## src/rtl/spc_pkg.sv

```systemverilog
package spc_pkg;

    typedef enum logic [1:0] {
        ADDR_CTRL  = 2'd0,
        ADDR_POWER = 2'd1,
        ADDR_WAKE  = 2'd2,
        ADDR_RSVD  = 2'd3
    } spc_addr_e;

    // bit positions inside the control word
    localparam int CPUSYNC_BIT = 16;
    localparam int ARM_LSB     = 20;
    localparam int GO_BIT      = 31;
    // upper field of the power and wake words
    localparam int HI_LSB      = 8;

endpackage

```

## src/rtl/spc_tick_gen.sv

```systemverilog
module spc_tick_gen #(
    parameter int PERIOD_W = 16
) (
    input  logic                clk_i,
    input  logic                rst_ni,
    input  logic [PERIOD_W-1:0] period_i,
    output logic                tick_o
);

    typedef struct packed {
        logic [PERIOD_W-1:0] cnt;
    } tick_st_t;

    tick_st_t st_d, st_q;

    always_comb begin
        st_d   = st_q;
        tick_o = (st_q.cnt >= period_i);
        if (tick_o) st_d.cnt = '0;
        else        st_d.cnt = st_q.cnt + 1'b1;
    end

    always_ff @(posedge clk_i or negedge rst_ni) begin
        if (!rst_ni) st_q <= '0;
        else         st_q <= st_d;
    end

    // with a nonzero period a pulse never lasts two cycles
    assert_pulse_single_R2: assert property (@(posedge clk_i) disable iff (!rst_ni)
        (tick_o && period_i != '0) |=> (!tick_o || period_i == '0));

    // the count restarts from zero after every pulse
    assert_count_restart_R2: assert property (@(posedge clk_i) disable iff (!rst_ni)
        tick_o |=> (st_q.cnt == '0));

endmodule

```

## src/rtl/spc_link_power.sv

```systemverilog
module spc_link_power #(
    parameter int LAT = 8
) (
    input  logic clk_i,
    input  logic rst_ni,
    input  logic req_i,
    output logic ack_o
);

    localparam int CW = (LAT > 1) ? $clog2(LAT) : 1;
    localparam logic [CW-1:0] LAST = CW'(LAT - 1);

    typedef struct packed {
        logic [CW-1:0] cnt;
        logic          ack;
    } pwr_st_t;

    pwr_st_t st_d, st_q;

    always_comb begin
        st_d = st_q;
        if (req_i != st_q.ack) begin
            if (st_q.cnt == LAST) begin
                st_d.ack = req_i;
                st_d.cnt = '0;
            end else begin
                st_d.cnt = st_q.cnt + 1'b1;
            end
        end else begin
            st_d.cnt = '0;
        end
    end

    always_ff @(posedge clk_i or negedge rst_ni) begin
        if (!rst_ni) st_q <= '0;
        else         st_q <= st_d;
    end

    assign ack_o = st_q.ack;

    // the acknowledge only ever moves toward the request
    assert_ack_follows_R7: assert property (@(posedge clk_i) disable iff (!rst_ni)
        !$stable(ack_o) |-> (ack_o == $past(req_i)));

    // a settled acknowledge holds while the request agrees with it
    assert_ack_hold_R7: assert property (@(posedge clk_i) disable iff (!rst_ni)
        (req_i == ack_o) |=> $stable(ack_o));

endmodule

```

## src/rtl/sync_point_ctrl.sv

```systemverilog
module sync_point_ctrl #(
    parameter int NUM_LINKS    = 4,
    parameter int PERIOD_W     = 16,
    parameter int PERIOD_RESET = 5999,
    parameter int PWR_LAT      = 8
) (
    input  logic                 clk_i,
    input  logic                 rst_ni,
    input  logic                 reg_we_i,
    input  logic [1:0]           reg_addr_i,
    input  logic [31:0]          reg_wdata_i,
    output logic [31:0]          reg_rdata_o,
    input  logic [NUM_LINKS-1:0] link_wake_i,
    output logic                 sync_pulse_o,
    output logic [NUM_LINKS-1:0] bank_switch_o,
    output logic [NUM_LINKS-1:0] link_pwr_req_o
);
    import spc_pkg::*;

    localparam logic [PERIOD_W-1:0] PERIOD_INIT = PERIOD_W'(PERIOD_RESET);

    typedef struct packed {
        logic [PERIOD_W-1:0]  period;
        logic                 cpu_sync;
        logic [NUM_LINKS-1:0] arm;
        logic                 go;
        logic [NUM_LINKS-1:0] pwr_req;
        logic [NUM_LINKS-1:0] wake_en;
        logic [NUM_LINKS-1:0] wake_sts;
    } ctl_st_t;

    ctl_st_t st_d, st_q;

    logic                 tick;
    logic                 fire;
    logic [NUM_LINKS-1:0] pwr_ack;
    logic                 wr_ctrl, wr_power, wr_wake;

    spc_tick_gen #(.PERIOD_W(PERIOD_W)) u_tick (
        .clk_i    (clk_i),
        .rst_ni   (rst_ni),
        .period_i (st_q.period),
        .tick_o   (tick)
    );

    for (genvar g = 0; g < NUM_LINKS; g++) begin : g_link
        spc_link_power #(.LAT(PWR_LAT)) u_pwr (
            .clk_i  (clk_i),
            .rst_ni (rst_ni),
            .req_i  (st_q.pwr_req[g]),
            .ack_o  (pwr_ack[g])
        );
    end

    always_comb begin
        wr_ctrl  = reg_we_i && (reg_addr_i == ADDR_CTRL);
        wr_power = reg_we_i && (reg_addr_i == ADDR_POWER);
        wr_wake  = reg_we_i && (reg_addr_i == ADDR_WAKE);
        fire     = tick && st_q.go;

        st_d = st_q;
        if (wr_ctrl) begin
            st_d.period = reg_wdata_i[PERIOD_W-1:0];
            st_d.arm    = st_q.arm | reg_wdata_i[ARM_LSB +: NUM_LINKS];
            if (reg_wdata_i[GO_BIT])      st_d.go       = 1'b1;
            if (reg_wdata_i[CPUSYNC_BIT]) st_d.cpu_sync = 1'b1;
        end
        if (fire) begin
            st_d.arm = '0;
            st_d.go  = 1'b0;
        end
        if (tick && (|pwr_ack)) st_d.cpu_sync = 1'b0;

        if (wr_power) st_d.pwr_req = reg_wdata_i[NUM_LINKS-1:0];

        if (wr_wake) begin
            st_d.wake_en  = reg_wdata_i[NUM_LINKS-1:0];
            st_d.wake_sts = st_q.wake_sts & ~reg_wdata_i[HI_LSB +: NUM_LINKS];
        end
        st_d.wake_sts = st_d.wake_sts | (link_wake_i & st_q.wake_en);
    end

    always_ff @(posedge clk_i or negedge rst_ni) begin
        if (!rst_ni) begin
            st_q        <= '0;
            st_q.period <= PERIOD_INIT;
        end else begin
            st_q <= st_d;
        end
    end

    always_comb begin
        reg_rdata_o = '0;
        unique case (reg_addr_i)
            ADDR_CTRL: begin
                reg_rdata_o[PERIOD_W-1:0]           = st_q.period;
                reg_rdata_o[CPUSYNC_BIT]            = st_q.cpu_sync;
                reg_rdata_o[ARM_LSB +: NUM_LINKS]   = st_q.arm;
                reg_rdata_o[GO_BIT]                 = st_q.go;
            end
            ADDR_POWER: begin
                reg_rdata_o[NUM_LINKS-1:0]          = st_q.pwr_req;
                reg_rdata_o[HI_LSB +: NUM_LINKS]    = pwr_ack;
            end
            ADDR_WAKE: begin
                reg_rdata_o[NUM_LINKS-1:0]          = st_q.wake_en;
                reg_rdata_o[HI_LSB +: NUM_LINKS]    = st_q.wake_sts;
            end
            default: reg_rdata_o = '0;
        endcase
    end

    assign sync_pulse_o   = tick;
    assign bank_switch_o  = fire ? st_q.arm : '0;
    assign link_pwr_req_o = st_q.pwr_req;

    // a pending go survives until a sync pulse arrives
    assert_go_waits_R4: assert property (@(posedge clk_i) disable iff (!rst_ni)
        (st_q.go && !sync_pulse_o) |=> st_q.go);

    // a bank-switch strobe lasts a single cycle
    assert_strobe_single_R4: assert property (@(posedge clk_i) disable iff (!rst_ni)
        (bank_switch_o != '0) |=> (bank_switch_o == '0));

    // the slot that fires leaves nothing armed and go cleared
    assert_fire_clears_R5: assert property (@(posedge clk_i) disable iff (!rst_ni)
        (sync_pulse_o && st_q.go) |=> (st_q.arm == '0 && !st_q.go));

    // CPU-sync drops on a pulse that sees an acknowledge
    assert_cpusync_clear_R6: assert property (@(posedge clk_i) disable iff (!rst_ni)
        (sync_pulse_o && (|pwr_ack)) |=> !st_q.cpu_sync);

    // a status bit never appears for a link that was not enabled
    assert_wake_gated_R8: assert property (@(posedge clk_i) disable iff (!rst_ni)
        ((st_q.wake_sts & ~$past(st_q.wake_sts) & ~$past(st_q.wake_en)) == '0));

endmodule

```

## config.mk

```make
export PLATFORM = sky130hd
export DESIGN_NAME = sync_point_ctrl
export DESIGN_NICKNAME = d
export VERILOG_FILES = /design/src/rtl/spc_pkg.sv /design/src/rtl/spc_tick_gen.sv /design/src/rtl/spc_link_power.sv /design/src/rtl/sync_point_ctrl.sv
export SDC_FILE = /design/constraint.sdc
export NUM_CORES = 1
export LEC_CHECK = 0
export CAP_MARGIN = 20
export CORE_UTILIZATION = 40
export CTS_CLUSTER_DIAMETER = 150
export DETAILED_ROUTE_END_ITERATION = 16
export PLACE_DENSITY = 0.63
export SLEW_MARGIN = 5
export SYNTH_ARGS = -nofsm -noshare
export SYNTH_HDL_FRONTEND = slang
export SYNTH_SLANG_ARGS = --single-unit
```

## constraint.sdc

```tcl
create_clock -name clk_i -period 5.5 [get_ports clk_i]
set_clock_uncertainty 0.2 [all_clocks]
set_input_delay 0.55 -clock clk_i [delete_from_list [all_inputs] [get_ports clk_i]]
set_output_delay 0.55 -clock clk_i [all_outputs]
set_load 0.02 [all_outputs]
```

# Yosys cells after proc, flatten, opt, wreduce, memory -nomap -nowiden
# Cells that the tools add are included.
# Widths: inputs -> output; s select.
dict set report totals {
  regBits 66
}
dict set report classes {
  addsub 5
  order_cmp 1
  n_eq_ne 10
  mux 22
  bitwise_logic 5
  n_reduce_logical 17
}
# cell count
set ops {}
lappend ops {{$mux 3} 8}
lappend ops {{$pmux 4 s3} 2}
lappend ops {{$add 16x1->16 const B} 1}
lappend ops {{$ge 16x16->1} 1}
lappend ops {{$mux 16} 1}
lappend ops {{$mux 4} 4}
lappend ops {{$add 3x1->3 const B} 4}
lappend ops {{$eq 3x3->1 const B} 4}
lappend ops {{$reduce_and 2->1} 6}
lappend ops {{$mux 5} 2}
lappend ops {{$and 4x4->4} 2}
lappend ops {{$or 4x4->4} 2}
lappend ops {{$reduce_bool 2->1} 4}
lappend ops {{$mux 6} 1}
lappend ops {{$logic_and 1x1->1} 5}
lappend ops {{$mux 1} 4}
lappend ops {{$ne 1x1->1} 4}
lappend ops {{$not 4->4} 1}
lappend ops {{$reduce_or 4->1} 1}
lappend ops {{$eq 2x1->1 const B} 1}
lappend ops {{$eq 2x2->1 const B} 1}
lappend ops {{$logic_not 2->1} 1}

# Depth between registers and ports, before layout
dict set report logic_depth {
  depth_word 4
  depth_mapped 9
}

# By module
# Synthesis repeated with hierarchy kept, for this count alone.
dict set report unflattened {
  hier_cells 317
  hier_area_um2 3721.1
}
# mod n_inst cells_each area_each_um2
set modules_own_cells {}
lappend modules_own_cells {sync_point_ctrl 1 143 1780.5}
lappend modules_own_cells {spc_tick_gen 1 130 1260.0}
lappend modules_own_cells {spc_link_power 4 11 170.2}

# Worst setup path before layout
# Ideal clock, no wire load.
dict set report synth_path {
  path_kind {reg2out}
  from {reg st_q[27] (netlist bit)}
  to {out bank_switch_o[0]}
  arrival_time_ns 2.212
  required_time_ns 4.750
  setup_slack_ns 2.538
  stages_incl_launch_ff 9
  path_buffers 1
  cell_sequence {dfstp_2 > inv_1 > ha_1 > a21oi_1 > nor3_1 > or4_1 > or3_1 > buf_6 > and3_1}
}
dict set report synth_between {
  elab_chain_len 3
}
# element line_no
set synth_lines {}
lappend synth_lines {{from (decl)} sync_point_ctrl.sv:32} ;# ctl_st_t st_d, st_q;
lappend synth_lines {{from (signal assigned)} sync_point_ctrl.sv:88} ;# st_q <= st_d;
lappend synth_lines {{$ge 16x16->1} spc_tick_gen.sv:18} ;# tick_o = (st_q.cnt >= period_i);
lappend synth_lines {{$logic_and 1x1->1} sync_point_ctrl.sv:59} ;# fire = tick && st_q.go;
lappend synth_lines {{$mux 4} sync_point_ctrl.sv:114} ;# assign bank_switch_o = fire ? st_q.arm : '0;
lappend synth_lines {{to (decl)} sync_point_ctrl.sv:15} ;# output logic [NUM_LINKS-1:0] bank_switch_o,
# No other way between the ends.

# Worst setup path in the final report
dict set report layout_path {
  from {reg st_q[27] (netlist bit)}
  to {out bank_switch_o[2]}
}
# The elaborated chain is that of the path after synthesis.

==> results.py <==
metrics = {
    "worst_setup_path": {
        "r2r_setup_slack_ns": 2.54,
        "worstPathMaxFanout": 27,
        "category_of_the_most_critical_setup_path": "register to primary output",
        "worst_setup_path_end_kind": "primary output",
        "worstPathArrival_ns": 3.64,
        "worst-endpoint-required_ns": 4.75,
        "worstSetupStartpointType": "register",
    },
    "sta": {
        "max_slew.worst_pin.slew_ns": 1.00,
        "max_clock_freq_mhz": 228,
        "fin_crit_sh_pct": 79.8,
        "post-route-min-period_ns": 4.39,
        "final-hold-violation-count": 0,
        "grt_setup_unrepaired": "false",
        "setup_slack_ns": 1.11,
        "tns_ns": 0,
        "setup_violations": 0,
        "slew-limit-headroom_pct": 33.4,
        "maxSlewViolCount": 0,
    },
    "logic_synthesis": {
        "synth_ff_type": "dfrtp_1",
        "syn_avg_cell_area_um2": 10.2,
        "yosys_warnings": 0,
        "leading_post_synthesis_cells_by_instance_count": "56 x dfrtp_1, 35 x nand2_1, 25 x ha_1",
        "synth_most_common_cell": "dfrtp_1",
        "synthArstFlopShare_pct": 100,
        "netlist_instances": 340,
        "synth-seq-area-share_pct": 47.9,
        "synth_top_cells_by_area": "dfrtp_1 40%, ha_1 9.0%, dfstp_2 7.6%",
        "synthesis.area_um2": 3470,
        "area_share_of_the_largest_cell_type_after_synthesis_pct": 40.3,
        "post-synth-top-area-cell": "dfrtp_1",
        "synth.lib_cells_used.distinct": 37,
        "number_of_enable_type_register_cells_in_the_synthesized_netlist": 0,
        "ff_latch_count_synth": 66,
    },
    "power_and_ir_drop": {
        "peakVddDrop_v": 0.000214,
        "power_density_relative_to_cell_area_nw_per_um2": 373,
        "clock_power_share_pct": 27.5,
        "power.share.sequential_pct": 44.6,
        "p_int_w": 0.00110,
        "p_comb_share_pct": 27.9,
        "total_leakage_power_nw": 1.97,
        "switchingPower_w": 0.000510,
        "netSwitchingFraction_pct": 31.7,
    },
    "clock_network": {
        "clock-root-buffer": "clkbuf_8",
        "htree_num_levels": 3,
        "cts_tree": "built",
        "clkTransAtPathRegs_ns": 0.08,
        "postCtsHoldBufs": 0,
        "cts_made_buffers": 9,
        "worst_skew_pair.late_latency_ns": 0.34,
        "cts.sink_count": 66,
        "postCtsSetupBuffers": 0,
        "clock_tree.buffer_depth": 2,
        "post_cts_resized": 0,
    },
    "finish": {
        "nFillCells": 759,
        "area_growth_pct": 24.1,
        "insertedDiodeCount": 0,
        "layout-drive-gt1-share_pct": 11.4,
        "nNetsFinal": 463,
        "final-instance-count-excl-fill": 507,
    },
    "global_route": {
        "grt_first_pass_wirelength_um": 11500,
        "first_global_vias": 2355,
        "grt_util_all_layers_pct": 17.1,
        "grt_antenna_before_repair": 0,
        "grt_start_max_net_pins": 67,
        "grt_overflow_total": 0,
    },
    "floorplanning": {
        "core.rowCount": 33,
        "fp.dieW_um": 95.2,
        "floorplan.initialDensity_pct": 41.9,
        "design.portCount": 82,
        "fp.coreArea_um2": 8300,
        "die_h_um": 95.2,
        "design.die.area_um2": 9060,
    },
    "place": {
        "cells_after_dpl": 491,
        "pre_cts_slack_ns": 1.47,
        "port-buffer-count": 61,
        "gp_congestion": 0.784,
        "detailed_place_hpwl_um": 5180,
    },
    "flow_run": {
        "max-cap-violations": 0,
    },
    "routing": {
        "drt_pre_antenna_iters": 4,
        "final_antenna_net_count": 0,
        "routed_wl_um": 7110,
        "detailedRoute.firstIterationViolations": 95,
        "drcViolationCount": 0,
        "detail_route.wl_per_cell_um": 14.0,
        "viasPerCell": 4.94,
        "via_count": 2505,
    },
    "status": {
        "outcome": "completed",
    },
    "hold_path": {
        "hold_removal_path_class": "input port to asynchronous set/reset pin",
    },
}
==> path summary, 6_finish.rpt <==
check,from,end,cells after the start
setup / recovery,st_q[27],bank_switch_o[2],8
hold / removal,rst_ni,g_link[3].u_pwr.st_q[3],2
setup reg to reg,st_q[27],st_q[15],7
hold reg to reg,g_link[1].u_pwr.st_q[1],g_link[1].u_pwr.st_q[1],1
max in group asynchronous,rst_ni,u_tick.st_q[4],2
min in group clk_i,g_link[1].u_pwr.st_q[1],g_link[1].u_pwr.st_q[1],1
==> per-layer routing <==
layer | track usage, % | vias up | routed length [µm]
met2 | 27.2 | 39 | 3320
li1 | - | 1242 | -
met1 | 22.9 | 1217 | 3460
met4 | 3.79 | 0 | 56
met5 | 0 | - | 0
met3 | 5.02 | 7 | 276
==> sequential cells by signal (all words and copies together) (netlist names) <==
register	cells
g_link.u_pwr.ack_o	4
g_link.u_pwr.st_q	12
u_tick.st_q	16
st_q	30
link_pwr_req_o	4
==> logic make-up after synthesis <==
logic type                 synth area share (%)
DFF                                        47.9
and+or+nand+nor                            16.7
buffers and inverters                      7.10
xor gates and xnor gates                   4.54
other                                     0.108
AOI/OAI and AO/OA                          7.49
adders and majority gates                  9.01
muxes                                      7.17
==> through the flow <==
stage                     hold WS, ns  util [%]  instance area, µm²  power (W)
after floorplan                0.0544         -                3510    0.00102
after global placement          0.227      49.3                4090    0.00117
after detailed placement        0.234      49.3                4090    0.00118
after CTS                       0.214      51.9                4310    0.00163
after global routing            0.250      51.9                4310    0.00173
final                           0.187      51.9                4310    0.00161
==> cell type report <==
class	instances	area, µm²	share of cell area [%]
repair buffers	65	636	14.8
inverters	17	63.8	1.48
flip-flops and latches	66	1660	38.6
well taps	105	131	3.05
clock inverters	6	90.1	2.09
multi-input cells	238	1600	37.0
clock buffers	10	128	2.96
==> power by group through the flow <==
stage / Combinational, W / Clock, W / Sequential, W
after global routing: 0.000515 / 0.000480 / 0.000734
final: 0.000449 / 0.000442 / 0.000716
after detailed placement: 0.000454 / 0 / 0.000727
after CTS: 0.000459 / 0.000457 / 0.000717
after floorplan: 0.000335 / 0 / 0.000689
after global placement: 0.000444 / 0 / 0.000722
==> worst max-delay path: stages, from the launching register on <==
cell and delay, ns:
dfstp_2 0.53, inv_1 0.06, ha_1 0.31, a21oi_1 0.14, nor3_1 0.06, or4_1 0.48, or3_1 0.80, and3_1 0.38
clkdlybuf4s50_1 0.53
==> layout by cell type (no fill, tap or decap), types with 2 or more instances in the layout <==
master           synthesis  layout
mux2_2                  13      13
ha_1                    25      25
a22o_1                   4       4
mux2i_1                  8       8
dfrtp_1                 56      56
bufinv_16                0       2
nand3_1                  7       7
conb_1                   1      10
or4_1                    2       2
buf_4                   14       4
clkbuf_8                 0       9
inv_1                   17      17
nor2_1                  23      23
dfstp_2                 10      10
nor3_1                  11      11
a21oi_1                 11      11
o21ai_0                 24      24
xor2_1                  12      12
nor3b_1                  4       4
xnor2_1                  6       6
clkdlybuf4s50_1          0      60
nand2_1                 35      35
nand4_1                  5       5
or3_1                    2       2
and3_1                   8       8
a21oi_2                  2       2
and2_1                  17      17
Power figures use the tool's default switching activity.
